File: src/rtl/hdlc_pkg.sv
package hdlc_pkg;
  typedef enum logic [1:0] {
    ST_FLAG = 2'd0,
    ST_DATA = 2'd1,
    ST_FCS  = 2'd2
  } tx_state_e;

  typedef enum logic [1:0] {
    BK_FLAG = 2'd0,
    BK_DATA = 2'd1,
    BK_FCS  = 2'd2
  } bit_kind_e;

  localparam logic [7:0]  FLAG_PATTERN = 8'h7E;
  localparam int          FLAG_LEN     = 8;
  localparam logic [15:0] CRC_POLY_REV = 16'h8408;
  localparam logic [15:0] CRC_PRESET   = 16'hFFFF;
endpackage

File: src/rtl/hdlc_fcs.sv
module hdlc_fcs
  import hdlc_pkg::*;
#(
  parameter int          CRC_W  = 16,
  parameter logic [CRC_W-1:0] POLY   = CRC_POLY_REV,
  parameter logic [CRC_W-1:0] PRESET = CRC_PRESET
) (
  input  logic      clk,
  input  logic      rst_n,
  input  logic      step,
  input  bit_kind_e kind,
  input  logic      line_bit,
  output logic      fcs_bit
);
  logic [CRC_W-1:0] crc_q;
  logic             fb;

  assign fb      = crc_q[0] ^ line_bit;
  assign fcs_bit = ~crc_q[0];

  always_ff @(posedge clk) begin
    if (!rst_n) begin
      crc_q <= PRESET;
    end else if (step) begin
      unique case (kind)
        BK_DATA: crc_q <= (crc_q >> 1) ^ (fb ? POLY : '0);
        BK_FCS:  crc_q <= {1'b1, crc_q[CRC_W-1:1]};
        default: crc_q <= PRESET;
      endcase
    end
  end
endmodule

File: src/rtl/hdlc_zero_ins.sv
module hdlc_zero_ins
  import hdlc_pkg::*;
#(
  parameter int RUN_LEN = 5
) (
  input  logic      clk,
  input  logic      rst_n,
  input  logic      bit_en,
  input  bit_kind_e kind,
  input  logic      line_bit,
  output logic      stuff_pend
);
  localparam int ONES_W = $clog2(RUN_LEN + 1);

  logic [ONES_W-1:0] ones_q;
  logic              pend_q;

  assign stuff_pend = pend_q;

  always_ff @(posedge clk) begin
    if (!rst_n) begin
      ones_q <= '0;
      pend_q <= 1'b0;
    end else if (bit_en) begin
      if (pend_q) begin
        pend_q <= 1'b0;
        ones_q <= '0;
      end else if (kind == BK_FLAG || !line_bit) begin
        ones_q <= '0;
      end else if (ones_q == ONES_W'(RUN_LEN - 1)) begin
        pend_q <= 1'b1;
        ones_q <= '0;
      end else begin
        ones_q <= ones_q + 1'b1;
      end
    end
  end
endmodule

File: src/rtl/hdlc_tx_fsm.sv
module hdlc_tx_fsm
  import hdlc_pkg::*;
#(
  parameter int BYTE_W = 8,
  parameter int CRC_W  = 16
) (
  input  logic              clk,
  input  logic              rst_n,
  input  logic              bit_en,
  input  logic              stuff_pend,
  input  logic [BYTE_W-1:0] in_data,
  input  logic              in_valid,
  input  logic              in_last,
  input  logic              fcs_bit,
  output logic              in_ready,
  output logic              out_bit,
  output bit_kind_e         out_kind
);
  localparam int MAXV  = (CRC_W - 1 > BYTE_W) ? CRC_W - 1 : BYTE_W;
  localparam int CNT_W = $clog2(MAXV + 1) < 3 ? 3 : $clog2(MAXV + 1);

  tx_state_e         state_q, state_n;
  logic [CNT_W-1:0]  idx_q, idx_n;
  logic [BYTE_W-1:0] sh_q, sh_n;
  logic              last_q, last_n;
  logic              fdone_q, fdone_n;
  logic              need, take, step;

  assign step = bit_en & ~stuff_pend;

  always_comb begin
    unique case (state_q)
      ST_FLAG: need = fdone_q && (idx_q == '0);
      ST_DATA: need = (idx_q == CNT_W'(BYTE_W));
      default: need = 1'b0;
    endcase
    in_ready = step && need;
    take     = in_ready && in_valid;
  end

  always_comb begin
    state_n  = state_q;
    idx_n    = idx_q;
    sh_n     = sh_q;
    last_n   = last_q;
    fdone_n  = fdone_q;
    out_bit  = 1'b1;
    out_kind = BK_FLAG;
    if (take) begin
      out_bit  = in_data[0];
      out_kind = BK_DATA;
      sh_n     = {1'b0, in_data[BYTE_W-1:1]};
      idx_n    = CNT_W'(1);
      last_n   = in_last;
      state_n  = ST_DATA;
    end else begin
      unique case (state_q)
        ST_FLAG: begin
          out_bit  = FLAG_PATTERN[idx_q[2:0]];
          out_kind = BK_FLAG;
          if (idx_q == CNT_W'(FLAG_LEN - 1)) begin
            idx_n   = '0;
            fdone_n = 1'b1;
          end else begin
            idx_n = idx_q + 1'b1;
          end
        end
        ST_DATA: begin
          if (need) begin
            out_bit  = fcs_bit;
            out_kind = BK_FCS;
            state_n  = ST_FCS;
            idx_n    = CNT_W'(1);
          end else begin
            out_bit  = sh_q[0];
            out_kind = BK_DATA;
            sh_n     = sh_q >> 1;
            if (idx_q == CNT_W'(BYTE_W - 1)) begin
              if (last_q) begin
                state_n = ST_FCS;
                idx_n   = '0;
              end else begin
                idx_n = CNT_W'(BYTE_W);
              end
            end else begin
              idx_n = idx_q + 1'b1;
            end
          end
        end
        default: begin
          out_bit  = fcs_bit;
          out_kind = BK_FCS;
          if (idx_q == CNT_W'(CRC_W - 1)) begin
            state_n = ST_FLAG;
            idx_n   = '0;
            fdone_n = 1'b0;
          end else begin
            idx_n = idx_q + 1'b1;
          end
        end
      endcase
    end
  end

  always_ff @(posedge clk) begin
    if (!rst_n) begin
      state_q <= ST_FLAG;
      idx_q   <= '0;
      sh_q    <= '0;
      last_q  <= 1'b0;
      fdone_q <= 1'b0;
    end else if (step) begin
      state_q <= state_n;
      idx_q   <= idx_n;
      sh_q    <= sh_n;
      last_q  <= last_n;
      fdone_q <= fdone_n;
    end
  end
endmodule

File: src/rtl/hdlc_tx.sv
module hdlc_tx
  import hdlc_pkg::*;
#(
  parameter int BYTE_W  = 8,
  parameter int CRC_W   = 16,
  parameter int RUN_LEN = 5
) (
  input  logic              clk,
  input  logic              rst_n,
  input  logic              bit_en,
  input  logic [BYTE_W-1:0] in_data,
  input  logic              in_valid,
  input  logic              in_last,
  output logic              in_ready,
  output logic              tx_line
);
  logic      stuff_pend;
  logic      step;
  logic      out_bit;
  logic      fcs_bit;
  bit_kind_e out_kind;
  logic      line_q;

  assign step    = bit_en & ~stuff_pend;
  assign tx_line = line_q;

  hdlc_tx_fsm #(.BYTE_W(BYTE_W), .CRC_W(CRC_W)) i_fsm (
    .clk        (clk),
    .rst_n      (rst_n),
    .bit_en     (bit_en),
    .stuff_pend (stuff_pend),
    .in_data    (in_data),
    .in_valid   (in_valid),
    .in_last    (in_last),
    .fcs_bit    (fcs_bit),
    .in_ready   (in_ready),
    .out_bit    (out_bit),
    .out_kind   (out_kind)
  );

  hdlc_fcs #(.CRC_W(CRC_W)) i_fcs (
    .clk      (clk),
    .rst_n    (rst_n),
    .step     (step),
    .kind     (out_kind),
    .line_bit (out_bit),
    .fcs_bit  (fcs_bit)
  );

  hdlc_zero_ins #(.RUN_LEN(RUN_LEN)) i_zins (
    .clk        (clk),
    .rst_n      (rst_n),
    .bit_en     (bit_en),
    .kind       (out_kind),
    .line_bit   (out_bit),
    .stuff_pend (stuff_pend)
  );

  always_ff @(posedge clk) begin
    if (!rst_n) begin
      line_q <= 1'b1;
    end else if (bit_en) begin
      line_q <= stuff_pend ? 1'b0 : out_bit;
    end
  end
endmodule

File: config.mk
export PLATFORM = sky130hd
export DESIGN_NAME = hdlc_tx
export DESIGN_NICKNAME = d
export VERILOG_FILES = /design/src/rtl/hdlc_pkg.sv /design/src/rtl/hdlc_fcs.sv /design/src/rtl/hdlc_zero_ins.sv /design/src/rtl/hdlc_tx_fsm.sv /design/src/rtl/hdlc_tx.sv
export SDC_FILE = /design/constraint.sdc
export NUM_CORES = 1
export LEC_CHECK = 0
export BUFFER_PORTS_ARGS = -buffer_cell sky130_fd_sc_hd__buf_2
export CORE_MARGIN = 2
export CORE_UTILIZATION = 45
export DETAILED_ROUTE_END_ITERATION = 16
export PLACE_DENSITY = 0.73
export SYNTH_ARGS = -nofsm -noshare
export SYNTH_HDL_FRONTEND = slang
export SYNTH_HIERARCHICAL = 1
export SYNTH_SLANG_ARGS = --single-unit
File: constraint.sdc
create_clock -name clk -period 5.6 [get_ports clk]
set_input_delay 0.84 -clock clk [delete_from_list [all_inputs] [get_ports clk]]
set_output_delay 0.84 -clock clk [all_outputs]
set_load 0.03 [all_outputs]
Word-level counts from Yosys, hierarchy flattened
Memory sizes are Yosys's and may differ from the RTL's. A register that Yosys moved wholly into a read port is not among the register bits. Cells that the tools add are included.

Reduce and logical (&&, ||, !) cells: 15. Add/sub/neg operators: 2. Bitwise operators: 7. $lt $le $gt $ge: 1. Mux-type cells: 38. Equal/unequal tests: 12.

Operators with widths (count): $pmux W16 S2 (1); $mux W4 (6); $mux W8 (3); $mux W16 (1); $xor A15 B16 Y16 (1); $mux W3 (5); $mux W2 (7); $reduce_and A5 Y1 (2); $mux W1 (9); $eq A4 B4 Y1 const B (2); $ne A4 B1 Y1 const B (2); $pmux W2 S2 (2); $pmux W4 S2 (1); $pmux W1 S2 (3); $add A4 B1 Y4 const B (1); $eq A2 B1 Y1 const B (2); $eq A4 B3 Y1 const B (1); $logic_not A2 Y1 (2); $logic_not A4 Y1 (1); $lt A3 B4 Y1 const B (1); $ne A2 B1 Y1 const B (2); $not A1 Y1 (4); $reduce_bool A2 Y1 (2); $add A3 B1 Y3 const B (1); other kinds (11) (13).

Memory bits (read-only): 8. Bits in registers: 37. Memories kept: 1. Output and inout bits: 2. Logic and storage cells: 85.

Memory list: (name not given) (words 8, width 1, read ports 1, clocked after memory_dff 1, wr ports 0, RTL line hdlc_tx_fsm.sv:59) `out_bit = FLAG_PATTERN[idx_q[2:0]];`.

Logic depth before layout (Yosys ltp)
Depth in word-level cells: 10. Depth in mapped cells: 13.

Modules after synthesis
The synthesis kept the hierarchy.

Modules (own cells, without submodules): hdlc_tx_fsm (times used 1, cells each 127, sequential area each 320.3 um^2, area each 1034.7 um^2); hdlc_fcs (times used 1, cells each 88, sequential area each 320.3 um^2, area each 758.2 um^2); hdlc_zero_ins (times used 1, cells each 27, sequential area each 80.1 um^2, area each 251.5 um^2); hdlc_tx (times used 1, cells each 5, sequential area each 20.0 um^2, area each 51.3 um^2).

Least setup slack after synthesis
Ideal clock, no wire load.

Path kind: input to register. Start point: input bit_en. End point: register i_fcs.crc_q[0]. Stages on the path: 10. Data required time: 5.468 ns. Slack: 3.000 ns. Arrival: 2.467 ns. Cells stage by stage: nand2b_1 -> or2_1 -> buf_2 -> nand2_1 -> inv_1 -> ha_1 -> or2_4 -> buf_6 -> a211oi_1 -> o21ai_0.

Word-level cells in the longest chain between the ends: 6. Elaborated cells on any way between the ends: 7.

RTL lines: start: declaration (RTL line hdlc_tx.sv:10) `input logic bit_en,`; $and A1 B1 Y1 * (RTL line hdlc_tx_fsm.sv:29) `assign step = bit_en & ~stuff_pend;`; $logic_and A1 B1 Y1 * (RTL line hdlc_tx_fsm.sv:37) `in_ready = step && need;`; $logic_and A1 B1 Y1 * (RTL line hdlc_tx_fsm.sv:38) `take = in_ready && in_valid;`; $mux W2 * (RTL line hdlc_tx_fsm.sv:49) `if (take) begin`; named net out_kind[0] (RTL line hdlc_tx.sv:21) `bit_kind_e out_kind;`; $eq A2 B2 Y1 or $eq A2 B1 Y1 (tied branches) (RTL line hdlc_fcs.sv:25) `unique case (kind)`; $pmux W16 S2 * (RTL line hdlc_fcs.sv:25); end signal: assignment (RTL line hdlc_fcs.sv:26) `BK_DATA: crc_q <= (crc_q >> 1) ^ (fb ? POLY : '0);`; end signal: assignment (RTL line hdlc_fcs.sv:27) `BK_FCS: crc_q <= {1'b1, crc_q[CRC_W-1:1]};`; end: declaration (RTL line hdlc_fcs.sv:15) `logic [CRC_W-1:0] crc_q;`.

Mark *: on every way through the listed nets, which the timed path passes. The rest lies on a longest branch. A chain may end at the register's enable or synchronous reset.

Worst setup path in the final report
Start point: register i_fsm.idx_q[0]. End point: register i_fcs.crc_q[13].

Word-level cells in the longest chain between the ends: 8. Elaborated cells on any way between the ends: 12.

RTL lines: start: declaration (RTL line hdlc_tx_fsm.sv:23) `logic [CNT_W-1:0] idx_q, idx_n;`; start signal: assignment (RTL line hdlc_tx_fsm.sv:114) `idx_q <= idx_n;`; $logic_not A4 Y1 (RTL line hdlc_tx_fsm.sv:33) `ST_FLAG: need = fdone_q && (idx_q == '0);`; $logic_and A1 B1 Y1 (RTL line hdlc_tx_fsm.sv:33); $pmux W1 S2 * (RTL line hdlc_tx_fsm.sv:32) `unique case (state_q)`; $mux W2 or $logic_and A1 B1 Y1 (tied branches) (RTL line hdlc_tx_fsm.sv:69, hdlc_tx_fsm.sv:37); $pmux W2 S2 or $logic_and A1 B1 Y1 (tied branches) (RTL line hdlc_tx_fsm.sv:57, hdlc_tx_fsm.sv:38); $mux W2 * (RTL line hdlc_tx_fsm.sv:49); named net out_kind[1] (RTL line hdlc_tx.sv:21); $eq A2 B2 Y1 or $eq A2 B1 Y1 (tied branches) (RTL line hdlc_fcs.sv:25); $pmux W16 S2 * (RTL line hdlc_fcs.sv:25).

Marks and branches as above.

==> results.json <==
{
  "hold_viol": 0,
  "drv_cap": 0,
  "finalSetupViolCount": 0,
  "p_leak_nw": 0.783,
  "postPlaceCellArea_um2": 2130,
  "first_iter_violations": 113,
  "crit_buf_inv": 1,
  "crit_required_ns": 5.75,
  "ys_seq_area_share_pct": 35.3,
  "dp.cells": 298,
  "cts_max_level": 2,
  "areaGrowthSynthToFinish_pct": 7.40,
  "critical-path-top-delay-family": "simple AND/OR/NAND/NOR gates",
  "clock_path_buffers": 2,
  "min_period_ns": 2.91,
  "critPathMaxFanout": 13,
  "cts_num_sinks": 37,
  "critPathKind": "flip-flop to flip-flop",
  "drt_first_pass_iters": 4,
  "yosysTopAreaCell": "dfxtp_1",
  "num_rows": 24,
  "cts_hold_buf": 0,
  "drc": 0,
  "cp-start-kind": "flip-flop",
  "num_antenna_cells": 0,
  "final.setup.tns_ns": 0,
  "clk_latency_ns": 0.29,
  "cp-end-kind": "flip-flop",
  "clkPwrFrac_pct": 41.1,
  "total_power_uw": 588,
  "post_drt_via_cell_ratio": 5.74,
  "cp_common_cell": "ha_1",
  "dp_hpwl_um": 2860,
  "ys.flop_type": "dfxtp_1",
  "synth_edf_count": 0,
  "ant_nets": 0,
  "synthTopCellsByArea": "dfxtp_1, nor2_1, a211oi_1, nand2_1, ha_1",
  "gp_congestion": 0.844,
  "seq_area_um2": 741,
  "die_y_um": 72.2,
  "cp_slowest_cell": "nor2_2",
  "grt_pass1_wl_um": 7220,
  "crit_arrival_ns": 3.06,
  "post_cts_resize_count": 0,
  "grt_max_degree": 28,
  "ios": 15,
  "multi_input_area_um2": 1200,
  "path_clk_slew_ns": 0.08,
  "p_sw_share_pct": 24.6,
  "cellPowerDensity_nw_per_um2": 261,
  "dieWidth_um": 72.2,
  "cts_tree": "done",
  "cts_root_buf": "clkbuf_8",
  "initial_utilization_pct": 47.5,
  "hold_class": "flip-flop to flip-flop",
  "period_share_pct": 52.0,
  "ys_ff_latch": 37,
  "p_int_uw": 443,
  "grt_pass1_vias": 1640,
  "slew_violations": 0,
  "ir_drop_mv": 0.124,
  "antenna_found_initial": 0,
  "tightest_slew_ns": 0.582,
  "syn_area_per_cell_um2": 8.48,
  "drive_gt1_share_pct": 15.7,
  "overflow": 0,
  "wl_per_cell_um": 13.6,
  "routed_wl_um": 4160,
  "path_cells": "inv_1 -> ha_1 -> nor3b_4 -> o211ai_2 -> nor2_2 -> nor2_1 -> ha_1 -> or2_4 -> a211oi_1 -> o21ai_0",
  "slew_headroom_pct": 61.2,
  "p_switching_uw": 145,
  "grtUsageTotal_pct": 17.2,
  "syn_area_um2": 2100,
  "postCtsSetupBuffers": 0,
  "syn_nets": 267,
  "fmax_mhz": 344,
  "rsz0062_at_grt": "false",
  "synth_cells": 247,
  "stdcell_area_um2": 2250,
  "vias": 1757,
  "die_area_um2": 5220,
  "cts_inserted_buffers": 5,
  "fin_skew_ns": 0.00704,
  "synth_cell_types": 60,
  "max_stage_delay_ns": 0.44,
  "fillCellCount": 422,
  "synthArstFlopShare_pct": 0,
  "instances_no_fill": 306,
  "fin_nets": 273,
  "core_um2": 4410,
  "yosysTopAreaCellShare_pct": 35.3,
  "p_comb_share_pct": 11.6,
  "status": "complete, no violations",
  "port_buffers": 14,
  "yosysWarnings": 6,
  "seq_power_share_pct": 47.3
}
-- final cells by class --
cell class	count	share of cell area, %
Multi-Input combinational cell	180	53.4
Clock inverter	1	1.33
Sequential cell	37	32.9
Timing Repair Buffer	14	3.11
Inverter	15	2.50
Clock buffer	7	3.84
Tap cell	52	2.89
-- through the flow --
stage / worst slack, ns / hold slack [ns] / util (%)
6_report: 2.69 / 0.464 / 51.0
5_1_grt: 2.44 / 0.479 / 51.0
4_1_cts: 2.70 / 0.472 / 51.0
3_5_place_dp: 2.57 / 0.459 / 48.4
3_3_place_gp: 2.58 / 0.448 / 48.4
2_1_floorplan: 3.00 / 0.429 / -
-- synthesized netlist by cell type, types with 3 or more instances --
master,n
dfxtp_1,37
nor2_1,32
nand2_1,27
a211oi_1,15
inv_1,15
o21ai_0,15
a21oi_1,8
ha_1,7
a311oi_2,5
buf_2,5
clkbuf_1,5
o21ai_1,5
buf_6,4
nand2b_1,4
a31oi_1,3
nand3_1,3
-- final timing paths --
check	start	end	slack (ns)	cells after the start
worst max-delay path	i_fsm/idx_q[0]	i_fcs/crc_q[13]	2.69	10
worst min-delay path	i_fsm/sh_q[6]	i_fsm/sh_q[6]	0.46	2
worst max register to register	i_fsm/idx_q[0]	i_fcs/crc_q[13]	2.69	10
worst min register to register	i_fsm/sh_q[6]	i_fsm/sh_q[6]	0.46	2
-- worst register-to-register path, stage by stage (launching register included) --
cell and delay, ns:
dfxtp_1 0.36, inv_1 0.09, ha_1 0.19, nor3b_4 0.33
o211ai_2 0.23, nor2_2 0.44, nor2_1 0.17, ha_1 0.26
or2_4 0.32, a211oi_1 0.28, o21ai_0 0.11
-- sequential cells by signal, summed over array words and instances, names as in the netlist, named ones only --
register / count
i_zins/ones_q: 3
i_fcs/crc_q: 16
i_fsm/state_q: 2
i_zins/stuff_pend: 1
tx_line: 1
i_fsm/idx_q: 4
i_fsm/last_q: 1
i_fsm/sh_q: 7
i_fsm/fdone_q: 1
-- cells in the final DEF, fill, tap and decap left out, drive strengths merged, types with 2 or more instances in the layout --
master,synthesis,layout
a31oi,3,3
clkbuf,5,7
xor2,2,2
nand2b,5,5
or2b,3,3
a21o,2,2
nand2,27,27
nand3,3,3
o21ai,21,21
dfxtp,37,37
or2,2,2
nor4bb,2,2
a311oi,7,7
and2,3,3
a211oi,15,15
nor2b,2,2
nand4bb,2,2
o32ai,2,2
a21oi,11,11
mux2,2,2
ha,7,7
nand3b,2,2
inv,15,15
a211o,2,2
buf,10,14
nor2,34,34
nor3b,2,2
-- power by group through the flow --
stage,logic (mW),clock network (mW),registers [mW]
floorplan,0.0527,0,0.283
global placement,0.0672,0,0.284
detailed placement,0.0680,0,0.284
CTS,0.0682,0.244,0.278
global route,0.0753,0.254,0.279
finish,0.0683,0.242,0.278
-- cells by family (layout without fill, tap and decap cells) --
| family | after synthesis | in the layout | synth area share (%) |
|---|---|---|---|
| AOI/OAI and AO/OA | 73 | 73 | 25.9 |
| xor gates and xnor gates | 3 | 3 | 1.25 |
| adders and majority gates | 7 | 7 | 4.18 |
| buffers and inverters | 30 | 37 | 7.28 |
| DFF | 37 | 37 | 35.3 |
| muxes | 2 | 2 | 1.07 |
| and+or+nand+nor | 95 | 95 | 25.0 |
-- layer usage --
metal	up-vias	track usage (%)	share of wire (%)
met2	43	25.7	44
met5	-	0	0
met3	8	3.75	4.9
met4	0	8.18	1.7
li1	886	-	-
met1	820	23.7	49
No activity file was read; power rests on OpenSTA's default activity.
